$ cat config.mk
export PLATFORM = sky130hd
export DESIGN_NAME = i2c_host_rx
export DESIGN_NICKNAME = d
export VERILOG_FILES = /design/src/rtl/i2c_hrx_pkg.sv /design/src/rtl/i2c_hrx_tick.sv /design/src/rtl/i2c_hrx_hold.sv /design/src/rtl/i2c_host_rx.sv
export SDC_FILE = /design/constraint.sdc
export NUM_CORES = 1
export LEC_CHECK = 0
export ABC_AREA = 1
export BUFFER_PORTS_ARGS = -buffer_cell sky130_fd_sc_hd__buf_2
export CAP_MARGIN = 20
export CORE_MARGIN = 2
export CORE_UTILIZATION = 28
export DETAILED_ROUTE_END_ITERATION = 16
export GPL_TIMING_DRIVEN = 0
export SYNTH_ARGS = -nofsm -noshare
export SYNTH_HDL_FRONTEND = slang
export SYNTH_SLANG_ARGS = --single-unit
export TNS_END_PERCENT = 20
$ cat constraint.sdc
create_clock -name clk -period 2.01 [get_ports clk]
set_input_delay 0.1005 -clock clk [delete_from_list [all_inputs] [get_ports clk]]
set_output_delay 0.1005 -clock clk [all_outputs]
set_load 0.02 [all_outputs]
$ cat src/rtl/i2c_hrx_pkg.sv
package i2c_hrx_pkg;

  localparam int unsigned ADDR_W = 7;
  localparam int unsigned BYTE_W = 8;

  typedef enum logic [3:0] {
    ST_IDLE,
    ST_START,
    ST_BIT_LO,
    ST_BIT_HI,
    ST_STOP_LO,
    ST_STOP_HI,
    ST_STOP_END,
    ST_RS_LO,
    ST_RS_HI
  } hrx_state_t;

endpackage

$ cat src/rtl/i2c_hrx_tick.sv
// Phase timer: one tick at the end of every SCL half-period.
module i2c_hrx_tick #(
  parameter int unsigned DIV_W = 8
) (
  input  logic             clk,
  input  logic             rst_n,
  input  logic             run,
  input  logic             hold,
  input  logic [DIV_W-1:0] half_period,
  output logic             tick
);

  logic [DIV_W-1:0] cnt_q, cnt_d;
  logic [DIV_W:0]   cnt_inc;
  logic             at_end;

  assign cnt_inc = {1'b0, cnt_q} + {{DIV_W{1'b0}}, 1'b1};
  assign at_end  = cnt_inc >= {1'b0, half_period};
  assign tick    = run && !hold && at_end;

  always_comb begin
    cnt_d = cnt_q;
    if (!run || tick)   cnt_d = '0;
    else if (!at_end)   cnt_d = cnt_inc[DIV_W-1:0];
  end

  always_ff @(posedge clk or negedge rst_n) begin
    if (!rst_n) cnt_q <= '0;
    else        cnt_q <= cnt_d;
  end

endmodule

$ cat src/rtl/i2c_hrx_hold.sv
// Receive shift register and single holding register with ready flag.
module i2c_hrx_hold #(
  parameter int unsigned W = 8
) (
  input  logic         clk,
  input  logic         rst_n,
  input  logic         shift_en,
  input  logic         load,
  input  logic         bit_in,
  input  logic         rd,
  output logic [W-1:0] data,
  output logic         ready
);

  logic [W-2:0] sh_q, sh_d;
  logic [W-1:0] data_d;
  logic         ready_d;

  always_comb begin
    sh_d    = sh_q;
    data_d  = data;
    ready_d = ready;
    if (rd)       ready_d = 1'b0;
    if (shift_en) sh_d    = {sh_q[W-3:0], bit_in};
    if (load) begin
      data_d  = {sh_q, bit_in};
      ready_d = 1'b1;
    end
  end

  always_ff @(posedge clk or negedge rst_n) begin
    if (!rst_n) begin
      sh_q  <= '0;
      data  <= '0;
      ready <= 1'b0;
    end else begin
      sh_q  <= sh_d;
      data  <= data_d;
      ready <= ready_d;
    end
  end

  assert_read_clears_R4: assert property (@(posedge clk) disable iff (!rst_n)
    (rd && !load) |=> !ready);

  assert_load_sets_R4: assert property (@(posedge clk) disable iff (!rst_n)
    load |=> (ready && data[0] == $past(bit_in)));

endmodule

$ cat src/rtl/i2c_host_rx.sv
module i2c_host_rx
  import i2c_hrx_pkg::*;
#(
  parameter int unsigned DIV_W = 8
) (
  input  logic              clk,
  input  logic              rst_n,
  input  logic [DIV_W-1:0]  half_period,
  input  logic              cmd_start,
  input  logic              cmd_stop,
  input  logic [ADDR_W-1:0] cmd_addr,
  input  logic              cmd_read,
  input  logic              rx_read,
  output logic [BYTE_W-1:0] rx_data,
  output logic              rx_ready,
  output logic              dma_req,
  output logic              addr_nack,
  output logic              busy,
  output logic              scl_oe,
  output logic              sda_oe,
  input  logic              sda_in
);

  localparam int unsigned CNT_W = $clog2(BYTE_W + 1);
  localparam logic [CNT_W-1:0] ACK_BIT  = CNT_W'(BYTE_W);
  localparam logic [CNT_W-1:0] LAST_BIT = CNT_W'(BYTE_W - 1);

  // reset: asynchronous assert, synchronous release
  logic [1:0] rsync_q;
  logic       rst_core_n;
  always_ff @(posedge clk or negedge rst_n) begin
    if (!rst_n) rsync_q <= '0;
    else        rsync_q <= {rsync_q[0], 1'b1};
  end
  assign rst_core_n = rsync_q[1];

  hrx_state_t        state_q, state_d;
  logic [CNT_W-1:0]  bit_q, bit_d;
  logic              in_addr_q, in_addr_d;
  logic [BYTE_W-1:0] tx_q, tx_d;
  logic [ADDR_W-1:0] addr_q, addr_d;
  logic              dir_q, dir_d;
  logic              final_q, final_d, rs_q, rs_d;
  logic              stop_pend_q, stop_pend_d, rs_pend_q, rs_pend_d;
  logic              nack_q, nack_d;
  logic              tick, stall, shift_en, load;

  assign stall = (state_q == ST_BIT_LO) && !in_addr_q && (bit_q == LAST_BIT) && rx_ready;

  i2c_hrx_tick #(.DIV_W(DIV_W)) u_tick (
    .clk(clk), .rst_n(rst_core_n), .run(state_q != ST_IDLE), .hold(stall),
    .half_period(half_period), .tick(tick)
  );

  i2c_hrx_hold #(.W(BYTE_W)) u_hold (
    .clk(clk), .rst_n(rst_core_n), .shift_en(shift_en), .load(load),
    .bit_in(sda_in), .rd(rx_read), .data(rx_data), .ready(rx_ready)
  );

  // next-state logic
  always_comb begin
    state_d = state_q;  bit_d = bit_q;  in_addr_d = in_addr_q;  tx_d = tx_q;
    addr_d = addr_q;  dir_d = dir_q;  final_d = final_q;  rs_d = rs_q;
    stop_pend_d = stop_pend_q;  rs_pend_d = rs_pend_q;  nack_d = nack_q;
    shift_en = 1'b0;  load = 1'b0;
    case (state_q)
      ST_IDLE: if (cmd_start) begin
        state_d = ST_START;  addr_d = cmd_addr;  dir_d = cmd_read;
        tx_d = {cmd_addr, cmd_read};  nack_d = 1'b0;
        stop_pend_d = cmd_stop;  rs_pend_d = 1'b0;
      end
      ST_START: if (tick) begin
        state_d = ST_BIT_LO;  bit_d = '0;  in_addr_d = 1'b1;
      end
      ST_BIT_LO: if (tick) state_d = ST_BIT_HI;
      ST_BIT_HI: if (tick) begin
        if (bit_q != ACK_BIT) begin
          state_d = ST_BIT_LO;
          bit_d   = bit_q + 1'b1;
          if (in_addr_q) tx_d = {tx_q[BYTE_W-2:0], 1'b0};
          else if (bit_q == LAST_BIT) begin
            load = 1'b1;
            final_d = stop_pend_q || rs_pend_q;
            rs_d = rs_pend_q;
            stop_pend_d = 1'b0;
            rs_pend_d = 1'b0;
          end else shift_en = 1'b1;
        end else if (in_addr_q) begin
          if (sda_in) begin
            nack_d = 1'b1;  state_d = ST_STOP_LO;
          end else if (!dir_q) state_d = ST_STOP_LO;
          else begin
            state_d = ST_BIT_LO;  bit_d = '0;  in_addr_d = 1'b0;
          end
        end else if (final_q) begin
          state_d = rs_q ? ST_RS_LO : ST_STOP_LO;
          final_d = 1'b0;
        end else begin
          state_d = ST_BIT_LO;  bit_d = '0;
        end
      end
      ST_STOP_LO:  if (tick) state_d = ST_STOP_HI;
      ST_STOP_HI:  if (tick) state_d = ST_STOP_END;
      ST_STOP_END: if (tick) begin
        state_d = ST_IDLE;  stop_pend_d = 1'b0;  rs_pend_d = 1'b0;
      end
      ST_RS_LO: if (tick) state_d = ST_RS_HI;
      ST_RS_HI: if (tick) begin
        state_d = ST_START;  tx_d = {addr_q, dir_q};
      end
      default: state_d = ST_IDLE;
    endcase
    // requests while busy apply to the next acknowledge slot
    if (state_q != ST_IDLE && state_q != ST_STOP_END) begin
      if (cmd_stop) stop_pend_d = 1'b1;
      if (cmd_start) begin
        rs_pend_d = 1'b1;  addr_d = cmd_addr;  dir_d = cmd_read;
      end
    end
  end

  // register process
  always_ff @(posedge clk or negedge rst_core_n) begin
    if (!rst_core_n) begin
      state_q <= ST_IDLE;  bit_q <= '0;  in_addr_q <= 1'b0;  tx_q <= '0;
      addr_q <= '0;  dir_q <= 1'b0;  final_q <= 1'b0;  rs_q <= 1'b0;
      stop_pend_q <= 1'b0;  rs_pend_q <= 1'b0;  nack_q <= 1'b0;
    end else begin
      state_q <= state_d;  bit_q <= bit_d;  in_addr_q <= in_addr_d;  tx_q <= tx_d;
      addr_q <= addr_d;  dir_q <= dir_d;  final_q <= final_d;  rs_q <= rs_d;
      stop_pend_q <= stop_pend_d;  rs_pend_q <= rs_pend_d;  nack_q <= nack_d;
    end
  end

  // line drive
  always_comb begin
    scl_oe = 1'b0;
    sda_oe = 1'b0;
    case (state_q)
      ST_START: sda_oe = 1'b1;
      ST_BIT_LO, ST_BIT_HI: begin
        scl_oe = (state_q == ST_BIT_LO);
        if (bit_q != ACK_BIT) sda_oe = in_addr_q && !tx_q[BYTE_W-1];
        else                  sda_oe = !in_addr_q && !final_q;
      end
      ST_STOP_LO: begin scl_oe = 1'b1; sda_oe = 1'b1; end
      ST_STOP_HI: sda_oe = 1'b1;
      ST_RS_LO:   scl_oe = 1'b1;
      default: ;
    endcase
  end

  assign busy      = (state_q != ST_IDLE);
  assign addr_nack = nack_q;
  assign dma_req   = rx_ready;

  assert_stall_freezes_R9: assert property (@(posedge clk) disable iff (!rst_core_n)
    stall |=> (state_q == ST_BIT_LO && bit_q == $past(bit_q)));

  assert_nack_from_ack_slot_R3: assert property (@(posedge clk) disable iff (!rst_core_n)
    $rose(nack_q) |-> $past(state_q == ST_BIT_HI && in_addr_q && sda_in));

  assert_sda_still_scl_high_R2: assert property (@(posedge clk) disable iff (!rst_core_n)
    (state_q == ST_BIT_HI && $past(state_q == ST_BIT_HI)) |-> $stable(sda_oe));

  assert_final_byte_ends_R5: assert property (@(posedge clk) disable iff (!rst_core_n)
    (tick && state_q == ST_BIT_HI && !in_addr_q && bit_q == ACK_BIT && final_q)
      |=> (state_q == ST_STOP_LO || state_q == ST_RS_LO));

endmodule

Yosys cells after proc, flatten, opt, wreduce, memory -nomap -nowiden:

Index checks and enable logic that the tools add are counted.

* register bits after elaboration: 56
* output and inout bits: 14

* order comparisons: 1
* add/subtract/negate cells: 2
* reduce and logical (&&, ||, !) cells: 31
* mux-type cells: 89
* bitwise logic cells: 1
* equal/unequal tests: 29

Operator list (count)
* $mux 4: 17
* $mux 8: 7
* $mux 1: 48
* $pmux 4 s9: 1
* $mux 7: 4
* $pmux 8 s3: 1
* $eq 4x3->1 const B: 5
* $reduce_and 6->1: 3
* $ne 2x1->1 const B: 8
* $ne 4x4->1 const B: 4
* $ne 2x2->1 const B: 7
* $add 8x1->9 const B: 1
* $ge 9x8->1: 1
* $mux 3: 3
* $reduce_and 9->1: 1
* $eq 4x2->1 const B: 2
* $logic_and 1x1->1: 8
* $pmux 1 s2: 4
* $pmux 4 s2: 1
* $reduce_and 4->1: 2
* $pmux 1 s3: 2
* $reduce_bool 2->1: 3
* $logic_not 1->1: 5
* $reduce_and 5->1: 1
* 12 further kinds: 14

Logic depth before layout (Yosys ltp):

Gate-level depths: netlist (run 1).

* word-level depth: 11
* gate-level depth with buffers: 20
* depth with buffers taken out: 20

Hierarchy:

Synthesis (run 1) repeated with hierarchy kept, for this count alone.

* cells, all modules: 426
* area, all modules: 3246.9 um^2

Modules (own cells, without submodules)
* i2c_host_rx: instances 1, sequential area each 800.8 um^2, area an instance 1916.8 um^2, cells an instance 264
* i2c_hrx_tick: instances 1, sequential area each 200.2 um^2, area an instance 719.4 um^2, cells an instance 94
* i2c_hrx_hold: instances 1, sequential area each 400.4 um^2, area an instance 610.6 um^2, cells an instance 68

Worst setup path before layout (run 1):

OpenSTA, ideal clock, no wires.

* kind: reg2reg
* start: register u_tick.cnt_q[0]
* end: register u_hold.data[1]
* setup slack: -0.399 ns
* stages on the path, launching flop included: 20
* library setup time: 0.117 ns
* data arrival time: 2.292 ns
* required time: 1.893 ns
* cells stage by stage: dfrtp_1 > ha_1 > nand3_1 > xor2_1 > inv_1 > ha_1 > nand2_1 > nor2_1 > nand2_1 > nand3_1 > nand2_1 > nand2_1 > nand2_1 > nand2_1 > nand2_4 > nor2_4 > nand2_2 > buf_6 > nand2_1 > nand2_1

* cells in the longest elaborated chain, start to end: 5

RTL lines
* start, declared: line i2c_hrx_tick.sv:13 `logic [DIV_W-1:0] cnt_q, cnt_d;`
* start signal, assigned: line i2c_hrx_tick.sv:29 `else cnt_q <= cnt_d;`
* $add 8x1->9: line i2c_hrx_tick.sv:17 `assign cnt_inc = {1'b0, cnt_q} + {{DIV_W{1'b0}}, 1'b1};`
* $ge 9x8->1: line i2c_hrx_tick.sv:18 `assign at_end = cnt_inc >= {1'b0, half_period};`
* $logic_and 1x1->1: line i2c_hrx_tick.sv:19 `assign tick = run && !hold && at_end;`
* $mux 1: line i2c_host_rx.sv:76 `ST_BIT_HI: if (tick) begin`
* $mux 1: line i2c_host_rx.sv:66 `case (state_q)`
* end signal, assigned: line i2c_hrx_hold.sv:38 `data <= data_d;`
* end, declared: line i2c_hrx_hold.sv:11 `output logic [W-1:0] data,`

Every way passes these cells.
A chain may end at the register's enable or synchronous reset.

Final worst setup path (run 1):

* start: register u_tick.cnt_q[0]
* end: register rs_q

* cells in the longest elaborated chain, start to end: 4

RTL lines
* $add 8x1->9: line i2c_hrx_tick.sv:17
* $ge 9x8->1: line i2c_hrx_tick.sv:18
* $logic_and 1x1->1: line i2c_hrx_tick.sv:19
* $reduce_and 5->1 (no line)
* end signal, assigned: line i2c_host_rx.sv:130 `addr_q <= addr_d; dir_q <= dir_d; final_q <= final_d; rs_q <= rs_d;`
* end, declared: line i2c_host_rx.sv:43 `logic final_q, final_d, rs_q, rs_d;`

Every way passes these cells.

==> results by group, run 1 <==
Final layout
  • Share of layout cells above drive strength 1: 0.276
  • Antenna cells: 0
  • Filler Cells Inserted: 1,119
  • Final net count: 488
  • Layout Utilization: 0.366
  • Finished layout cell area: 0.00399 sq mm
  • Final Non-Filler Cells: 596
  • P&R area growth vs syn: 26.9%
  • Multi-input gate area: 0.00164 sq mm
  • Sequential cell area: 0.00140 sq mm

Logic synthesis
  • Mapped cell area: 0.00314 sq mm
  • Most numerous cell in the Yosys netlist: nand2_1
  • Yosys cell types: 37
  • Sequential cell area fraction in the yosys report: 0.446
  • Cells after Synth: 394
  • Syn_nets: 427
  • Syn_area_per_cell: 7.98 sq um
  • Synth cell count leaders: nand2_1, inv_1, dfrtp_1, nand3_1, o21ai_0
  • Post-synth ARST share: 1.00
  • EDFF count, synth: 0
  • Synth top area share: 0.446
  • Syn. warnings: 0
  • Main synth FF type: dfrtp_1
  • Cell taking the most area after synthesis: dfrtp_1
  • Synth top area cells: dfrtp_1, nand2_1, inv_1, nand3_1, ha_1
  • Number of synthesized register bits: 56

Timing
  • Final WS setup: -0.517 ns
  • Fin. Hold Viols: 0
  • Clock Skews: 0.0147 ns
  • FMAX: 396 MHz
  • Final number of setup-violating endpoints: 46
  • Slew Viols, Final: 0
  • Measured slew at the worst slew-check pin: 0.583 ns
  • Slew headroom: 0.612
  • Min cycle time layout: 2.53 ns
  • RSZ-0062 raised after global routing: yes
  • Tcrit/Tclk final: 1.26

Floorplanning
  • Die Y: 110 um
  • I/O pin total: 36
  • Die width: 110 um
  • Num rows: 38
  • Initial core utilization: 0.289
  • Die area: 0.0121 sq mm
  • Core ar.: 0.0109 sq mm

Routing
  • Via count of the routed design: 2,699
  • ANT nets after route: 0
  • Routed WL: 7210 um
  • DRC: 0
  • Total iterations of the first detailed-routing run: 4
  • Wire length per cell: 12.1 um
  • DR iter-0 viols: 121
  • Routed vias/inst: 4.53

CTS
  • H-tree levels: 2
  • CTS tree: done
  • Clock slew at reported path FFs: 0.11 ns
  • Num CTS Buffers: 5
  • CTS max path bufs: 2
  • Clock sink count: 56
  • Worst-Skew Late Latency: 0.32 ns
  • Library cell used as clock root buffer: clkbuf_8

Critical path
  • Required time of the critical path: 2.24 ns
  • FF-to-FF End: rs_q
  • Cell mode on critical path: nand2_1
  • Critical-path cell list: ha_4 > buf_4 > xor2_2 > ha_1 > nand2_1 > nor2_1 > nand2_1 > nand3_1 > nand2_1 > nand2_1 > nand2_2 > nand2_4 > nand2_8 > nor2_4 > nand2_4 > buf_6 > nand2_1 > nand2_1
  • R2r worst-path depth: 18
  • CP Max Fanout: 8
  • Worst setup EP type: flop
  • R2r setup slk: -0.52 ns
  • Reg2reg start: u_tick.cnt_q[0]
  • Critical Path AT: 2.75 ns
  • Critical path class: reg -> reg
  • CP max-delay cell: dfrtp_1
  • Startpoint types: flop
  • Max incr delay on CP: 0.43 ns

Global route
  • First-pass GRT wire length: 12,100 um
  • Antenna violations before repair: 0
  • Largest net degree at the start of global routing: 41
  • Overall routing resource usage: 0.125
  • Vias in the first global route: 2,651
  • Gr ovfl total: 0

Place
  • GPL Wtd Cong: 0.845
  • DP Area: 0.00353 sq mm
  • Post-placement cell count: 570
  • DP HPWL: 5160 um
  • Port buffer count: 35
  • Pre-CTS setup slack: -0.687 ns

Power
  • Static Leak: 2.04 nW
  • PwrDens: 1130 mW/mm^2
  • Peak supply drop: 0.460 mV

Status
  • Run status: finished, violations left
  • Failing checks: setup timing

Hold path
  • Hold Startpoint: cmd_start
  • Hold Path Depth: 3
  • Sink of the worst hold path: rs_pend_q
  • Worst min path class: in -> reg

Run
  • Max cap viols: 0
==> layout by cell type (no fill, tap or decap), types with 3 or more instances in the layout <==
master / netlist / layout
nand3_1: 31 / 28
clkbuf_1: 4 / 4
ha_4: 0 / 3
ha_1: 11 / 8
inv_1: 57 / 56
clkbuf_8: 0 / 5
buf_4: 2 / 14
dfrtp_1: 56 / 55
nand2_1: 115 / 105
nor2_1: 18 / 15
xor2_1: 6 / 4
o21ai_0: 26 / 23
o221ai_1: 7 / 7
nor2_4: 4 / 6
nand2_2: 2 / 7
a21oi_1: 15 / 9
buf_6: 3 / 6
nand2_4: 1 / 5
buf_2: 2 / 36
a21oi_2: 1 / 7
o21ai_2: 9 / 9
o21ai_1: 1 / 4
==> worst max path at each step <==
| stage | startpoint | endpoint | slack [ns] | cells past startpoint |
|---|---|---|---|---|
| finish | u_tick.cnt_q[0] | rs_q | -0.52 | 18 |
| global route | u_tick.cnt_q[0] | u_hold.data[1] | -0.69 | 19 |
| CTS | u_tick.cnt_q[0] | u_hold.data[1] | -0.47 | 18 |
| detailed placement | u_tick.cnt_q[0] | bit_q[1] | -0.69 | 17 |
| global placement | u_tick.cnt_q[0] | u_hold.data[3] | -0.61 | 19 |
| floorplan | u_tick.cnt_q[0] | u_hold.data[1] | -0.30 | 19 |
==> area by class of cell <==
class | count | area share
Inverter | 61 | 0.0605
Buffer | 11 | 0.0220
Sequential cell | 56 | 0.352
Timing Repair Buffer | 54 | 0.0878
Clock inverter | 3 | 0.00627
Clock buffer | 5 | 0.0173
Multi-Input combinational cell | 266 | 0.411
Tap cell | 140 | 0.0439
==> report_power, final <==
part,switching [mW],total [mW],internal [mW],leakage [nW]
logic,1.39,2.29,0.899,1.28
clock network,0.403,0.659,0.255,0.0452
registers,0.195,1.57,1.37,0.713
==> worst max-delay path: cells and delay by family (launching register included) <==
| kind | cells | cell delay [ns] |
|---|---|---|
| buffers and inverters | 2 | 0.30 |
| xor gates and xnor gates | 1 | 0.15 |
| DFF | 1 | 0.43 |
| and+or+nand+nor | 13 | 1.06 |
| adders and majority gates | 2 | 0.49 |
==> per-layer routing <==
layer | global-route usage | share of wire | vias up
li1 | - | - | 1381
met1 | 0.170 | 0.49 | 1257
met2 | 0.204 | 0.46 | 52
met3 | 0.0200 | 0.038 | 9
met4 | 0.0389 | 0.012 | 0
met5 | 0 | 0 | -
==> metrics by stage <==
| step | power, mW | setup TNS [ns] | hold WS [ns] |
|---|---|---|---|
| finish | 4.52 | -19.39 | 0.0498 |
| CTS | 4.36 | -19.31 | 0.0426 |
| global route | 4.90 | -26.61 | 0.0547 |
| floorplan | 3.08 | -9.91 | -0.195 |
| detailed placement | 3.53 | -25.85 | -0.112 |
| global placement | 3.48 | -43.25 | -0.114 |
==> timing repair <==
item | in CTS | in global routing
pin swaps | 8 | 14
endpoints found under the hold margin | 3 | 0
endpoints found under the setup margin | 46 | 46
gates cloned | 1 | 0
gates resized for setup | 17 | 37
buffers inserted | 9 | 6
hold buffers | 2 | 0
==> cells by family (layout without fill, tap and decap cells) <==
kind of cell             Yosys count  count (layout)  synth area share
AO/OA/AOI/OAI                     68              68             0.146
other                              1               1           0.00119
flip-flops                        56              56             0.446
AND/OR/NAND/NOR                  179             179             0.246
buffers and inverters             72             134            0.0979
adder cells (fa/ha/maj)           11              11            0.0438
XOR/XNOR                           7               7            0.0195
No activity file was read; power rests on OpenSTA's default activity.
==> run 2, diff against run 1 <==
SETUP_SLACK_MARGIN = 0.1   (was unset)
==> run 2 against run 1 <==
  * The flow still finishes with violations (setup timing)
  * Clock power hardly changed
  * Sequential cell count unchanged
  * Critical path type unchanged
  * Sequential power hardly changed
  * Global-route usage stayed put
  * Maximum frequency barely moved
  * Final cell count is the same
  * Non-clock buffer count stayed put
  * Worst setup slack lost 0.0014 ns
  * Combinational power about the same
  * First-iteration DRC count unchanged
  * Largest cell class unchanged
  * Via count fell by 0.22%
  * Total power barely moved
==> results by group, run 2 (synthesized netlist as in run 1, its figures left out) <==
CTS
  • Worst-Skew Late Latency: 0.33 ns (was 0.32 ns)
  • Clock sink count: 56 (unchanged)
  • CTS max path bufs: 2 (unchanged)
  • Clock slew at reported path FFs: 0.11 ns (about the same)
  • Num CTS Buffers: 5 (unchanged)
  • Library cell used as clock root buffer: clkbuf_8 (unchanged)
  • H-tree levels: 2 (unchanged)
  • CTS tree: done (unchanged)

Critical path
  • Worst setup EP type: flop (unchanged)
  • Critical Path AT: 2.76 ns (was 2.75 ns)
  • Startpoint types: flop (unchanged)
  • CP Max Fanout: 8 (unchanged)
  • Required time of the critical path: 2.24 ns (about the same)
  • Critical path class: reg -> reg (unchanged)

Timing
  • Fin. Hold Viols: 0 (unchanged)
  • Final number of setup-violating endpoints: 46 (unchanged)
  • Clock Skews: 0.0151 ns (was 0.0147 ns)
  • Min cycle time layout: 2.53 ns (about the same)
  • Tcrit/Tclk final: 1.26 (about the same)
  • Measured slew at the worst slew-check pin: 0.563 ns (was 0.583 ns)
  • Slew Viols, Final: 0 (unchanged)
  • Final hold slack: 0.0493 ns (was 0.0498 ns)
  • Final WS setup: -0.518 ns (was -0.517 ns)
  • Slew headroom: 0.625 (was 0.612)
  • RSZ-0062 raised after global routing: yes (unchanged)
  • Setup TNS: -19.42 ns (was -19.39 ns)
  • FMAX: 396 MHz (about the same)

Routing
  • Wire length per cell: 12.1 um (about the same)
  • Total iterations of the first detailed-routing run: 4 (unchanged)
  • Routed WL: 7210 um (about the same)
  • DRC: 0 (unchanged)
  • Routed vias/inst: 4.52 (was 4.53)
  • ANT nets after route: 0 (unchanged)
  • Via count of the routed design: 2,693 (was 2,699)
  • DR iter-0 viols: 121 (unchanged)

Global route
  • Gr ovfl total: 0 (unchanged)
  • Antenna violations before repair: 0 (unchanged)
  • Vias in the first global route: 2,651 (unchanged)
  • Largest net degree at the start of global routing: 41 (unchanged)
  • Overall routing resource usage: 0.125 (unchanged)
  • First-pass GRT wire length: 12,100 um (unchanged)

Floorplanning
  • Num rows: 38 (unchanged)
  • Die area: 0.0121 sq mm (unchanged)
  • Die width: 110 um (unchanged)
  • Initial core utilization: 0.289 (unchanged)
  • Die Y: 110 um (unchanged)
  • I/O pin total: 36 (unchanged)
  • Core ar.: 0.0109 sq mm (unchanged)

Final layout
  • P&R area growth vs syn: 26.9% (about the same)
  • Share of layout cells above drive strength 1: 0.279 (was 0.276)
  • Layout Utilization: 0.366 (about the same)
  • Final net count: 488 (unchanged)
  • Most frequent cells in the layout: nand2_1, inv_1, dfrtp_1, buf_2, nand3_1 (unchanged)
  • Antenna cells: 0 (unchanged)
  • Commonest non-fill, non-tap cell in the layout: nand2_1 (unchanged)

Power
  • Static Leak: 2.04 nW (about the same)
  • PwrDens: 1130 mW/mm^2 (about the same)
  • Peak supply drop: 0.461 mV (was 0.460 mV)

Status
  • Run status: finished, violations left (unchanged)
  • Failing checks: setup timing (unchanged)

Place
  • Port buffer count: 35 (unchanged)
  • GPL Wtd Cong: 0.845 (unchanged)
  • DP HPWL: 5160 um (unchanged)

Run
  • Max cap viols: 0 (unchanged)

Hold path
  • Worst min path class: in -> reg (unchanged)
## run 2: cell count changes in the layout (fill, tap and decap cells not counted)
cell	delta
clkbuf_1	-1
clkbuf_2	+1
## run 2: layout make-up
type | instances | area (sq um)
clock buffer | 5 | 68.8
buffer | 11 | 88.8
inverter | 61 | 241
sequential | 56 | 1400
fill | 1120 | 6900
clock inverter | 3 | 25.0
tap | 140 | 175
timing repair buffer | 54 | 350
multi-input combinational | 266 | 1640
## run 2: repair_timing
action,in CTS,in global routing
buffers inserted,9,6
hold buffers,2,0
setup endpoints to repair,46,53
cloned,1,0
gates resized for setup,17,39
endpoints found under the hold margin,3,0
pin swaps,8,14
## run 2: worst paths after layout
check                                start    endpoint  slack [ns]  cells past startpoint
max                        u_tick.cnt_q[0]        rs_q       -0.52                     18
min                              cmd_start   rs_pend_q        0.05                      3
max reg2reg                u_tick.cnt_q[0]        rs_q       -0.52                     18
min reg2reg                     rsync_q[1]  state_q[0]        0.17                      0
max in group asynchronous       rsync_q[1]    bit_q[0]        1.31                      1
min in group asynchronous            rst_n  rsync_q[1]        0.09                      2
## run 2: per-layer routing
| metal | track usage | routed length, um | up-vias |
|---|---|---|---|
| met2 | 0.204 | 3290 | 50 |
| met4 | 0.0389 | 85 | 0 |
| met3 | 0.0200 | 272 | 9 |
| met1 | 0.170 | 3560 | 1253 |
| met5 | 0 | 0 | - |
| li1 | - | - | 1381 |
## run 2: power breakdown
group	internal (mW)	switching [mW]	leakage, nW	total [mW]
sequential	1.37	0.195	0.713	1.57
combinational	0.899	1.39	1.28	2.29
clock	0.255	0.403	0.0452	0.659
total	2.53	1.99	2.04	4.52
## run 2: worst max-delay path, cell delays in order (launching register included)
cell,delay [ns]
dfrtp_1,0.43
ha_4,0.18
buf_4,0.14
xor2_2,0.15
ha_1,0.31
nand2_1,0.06
nor2_1,0.09
nand2_1,0.06
nand3_1,0.07
nand2_1,0.05
nand2_1,0.06
nand2_2,0.06
nand2_4,0.10
nand2_8,0.09
nor2_4,0.22
nand2_4,0.10
buf_6,0.16
nand2_1,0.05
nand2_1,0.05
## run 2: metrics by stage
| step | cell area (sq um) | instances | power, mW | worst slack (ns) |
|---|---|---|---|---|
| 2_1_floorplan | 3160 | 394 | 3.08 | -0.305 |
| 3_3_place_gp | 3510 | 569 | 3.48 | -0.607 |
| 3_5_place_dp | 3530 | 570 | 3.53 | -0.687 |
| 4_1_cts | 3790 | 590 | 4.36 | -0.472 |
| 5_1_grt | 3990 | 596 | 4.90 | -0.686 |
| 6_report | 3990 | 596 | 4.52 | -0.518 |
==> run 3, diff against run 2 <==
CORE_UTILIZATION = 34   (was 28)
==> run 3 against run 2 <==
  * Highest routed layer unchanged
  * Clock-buffer cell count did not move
  * Largest power group unchanged
  * Largest cell class unchanged
  * Final cell count fell by 5.2%
  * Critical path type unchanged
  * Via count fell by 0.67%
  * The run still ends with setup timing left
  * Global-route usage rose by 2.1 points
  * Design area fell by 1.9%
  * Clock power fell by 3%
  * Sequential power barely moved
  * Sequential cell count did not move
  * Critical path depth rose by 1
==> results by group, run 3 (synthesized netlist as in run 1, its figures left out) <==
Status
  • Run status: finished, violations left (unchanged)
  • Failing checks: setup timing (unchanged)

Global route
  • Overall routing resource usage: 0.147 (was 0.125)
  • Vias in the first global route: 2,632 (was 2,651)
  • Gr ovfl total: 0 (unchanged)
  • Antenna violations before repair: 0 (unchanged)
  • Largest net degree at the start of global routing: 29 (was 41)
  • First-pass GRT wire length: 11,800 um (was 12,100 um)

Place
  • GPL Wtd Cong: 0.863 (was 0.845)
  • DP HPWL: 5060 um (was 5160 um)
  • Post-placement cell count: 541 (was 570)
  • Pre-CTS setup slack: -0.726 ns (was -0.687 ns)
  • Port buffer count: 35 (unchanged)

Critical path
  • CP Max Fanout: 5 (was 8)
  • Critical path class: reg -> reg (unchanged)
  • Required time of the critical path: 2.22 ns (was 2.24 ns)
  • Worst setup EP type: flop (unchanged)
  • Critical Path AT: 2.75 ns (was 2.76 ns)
  • Startpoint types: flop (unchanged)
  • R2r setup slk: -0.53 ns (was -0.52 ns)

Final layout
  • Final Non-Filler Cells: 565 (was 596)
  • Final net count: 486 (was 488)
  • Share of layout cells above drive strength 1: 0.278 (was 0.279)
  • Antenna cells: 0 (unchanged)
  • Commonest non-fill, non-tap cell in the layout: nand2_1 (unchanged)
  • P&R area growth vs syn: 24.6% (was 26.9%)
  • Layout Utilization: 0.430 (was 0.366)
  • Filler Cells Inserted: 935 (was 1,120)
  • Most frequent cells in the layout: nand2_1, inv_1, dfrtp_1, buf_2, nand3_1 (unchanged)

Floorplanning
  • Initial core utilization: 0.345 (was 0.289)
  • Die area: 0.0100 sq mm (was 0.0121 sq mm)
  • I/O pin total: 36 (unchanged)
  • Die Y: 100 um (was 110 um)
  • Core ar.: 0.00911 sq mm (was 0.0109 sq mm)
  • Die width: 100 um (was 110 um)
  • Num rows: 35 (was 38)

Power
  • PwrDens: 1170 mW/mm^2 (was 1130 mW/mm^2)
  • Total power: 4.58 mW (was 4.52 mW)
  • Static Leak: 2.06 nW (was 2.04 nW)
  • Peak supply drop: 0.618 mV (was 0.461 mV)

CTS
  • Library cell used as clock root buffer: clkbuf_8 (unchanged)
  • Clock slew at reported path FFs: 0.10 ns (was 0.11 ns)
  • H-tree levels: 2 (unchanged)
  • CTS tree: done (unchanged)
  • CTS max path bufs: 2 (unchanged)
  • Num CTS Buffers: 5 (unchanged)
  • Worst-Skew Late Latency: 0.32 ns (was 0.33 ns)
  • Clock sink count: 56 (unchanged)

Timing
  • RSZ-0062 raised after global routing: yes (unchanged)
  • Slew Viols, Final: 0 (unchanged)
  • Fin. Hold Viols: 0 (unchanged)
  • Min cycle time layout: 2.54 ns (was 2.53 ns)
  • Measured slew at the worst slew-check pin: 0.616 ns (was 0.563 ns)
  • Clock Skews: 0.0125 ns (was 0.0151 ns)
  • Slew headroom: 0.590 (was 0.625)
  • Final number of setup-violating endpoints: 46 (unchanged)
  • Tcrit/Tclk final: 1.26 (about the same)
  • FMAX: 393 MHz (was 396 MHz)
  • Final WS setup: -0.532 ns (was -0.518 ns)
  • Final hold slack: 0.0558 ns (was 0.0493 ns)

Run
  • Max cap viols: 0 (unchanged)

Hold path
  • Worst min path class: in -> reg (unchanged)

Routing
  • DRC: 0 (unchanged)
  • ANT nets after route: 0 (unchanged)
  • Routed vias/inst: 4.73 (was 4.52)
  • Via count of the routed design: 2,675 (was 2,693)
  • Wire length per cell: 12.3 um (was 12.1 um)
  • DR iter-0 viols: 169 (was 121)
  • Routed WL: 6920 um (was 7210 um)
  • Total iterations of the first detailed-routing run: 4 (unchanged)
run 3: changes by cell type in the layout (fill, tap and decap cells not counted), sizes merged:
cell,delta
buf,-2
inv,-1
clkinv,+2
clkinvlp,-1
run 3: final cells by class:
class	count	area [sq um]	share of cell area
Buffer	11	82.6	0.0211
Clock buffer	5	68.8	0.0176
Clock inverter	3	22.5	0.00575
Inverter	61	234	0.0597
Multi-Input combinational cell	266	1610	0.410
Sequential cell	56	1400	0.358
Tap cell	111	139	0.0355
Timing Repair Buffer	52	360	0.0920
run 3: metrics by stage:
stage          TNS (ns)  cell area (sq um)
6_report         -20.04               3920
5_1_grt          -28.66               3920
4_1_cts          -20.20               3800
3_5_place_dp     -28.19               3490
3_3_place_gp     -41.92               3470
2_1_floorplan     -9.91               3160
run 3: worst paths after layout:
path                                 start              end  depth (start not counted)
min in group asynchronous            rst_n       rsync_q[1]                          2
hold reg to reg                 rsync_q[1]          final_q                          0
hold / removal                 cmd_addr[3]             flop                          3
setup reg to reg           u_tick.cnt_q[0]   u_hold.data[4]                         19
setup / recovery           u_tick.cnt_q[0]   u_hold.data[4]                         19
max in group asynchronous       rsync_q[1]  u_tick.cnt_q[0]                          1
run 3: what timing repair did:
action | CTS | global route
gates resized for setup | 19 | 30
pin swaps | 6 | 10
gates cloned | 2 | 0
setup buffers | 10 | 2
hold buffers | 2 | 0
endpoints found under the setup margin | 46 | 55
endpoints found under the hold margin | 3 | 0
run 3: power by group:
group,total [mW],internal (mW),switching (mW),leakage (nW)
combinational,2.37,0.972,1.40,1.30
clock,0.641,0.251,0.390,0.0485
sequential,1.56,1.37,0.193,0.713
total,4.58,2.59,1.99,2.06
run 3: per-layer routing:
metal | vias up | GRT usage | share of wire
li1 | 1383 | - | -
met1 | 1239 | 0.189 | 0.46
met2 | 47 | 0.251 | 0.50
met3 | 6 | 0.0286 | 0.026
met4 | 0 | 0.0421 | 0.011
met5 | - | 0 | 0
run 3: worst max-delay path: stages (launching register included):
cell and delay, ns:
dfrtp_1 0.43, ha_4 0.18, nand3_4 0.10, xor2_2 0.15, inv_2 0.07, ha_4 0.26
nand2_2 0.05, nor2_2 0.09, nand2_1 0.06, nand3_2 0.06, nand2_2 0.05, nand2_2 0.05
nand2_2 0.06, nand2_4 0.11, nand2_8 0.09, nor2_4 0.24, nand2_4 0.10, buf_6 0.16
nand2_1 0.05, nand2_1 0.04
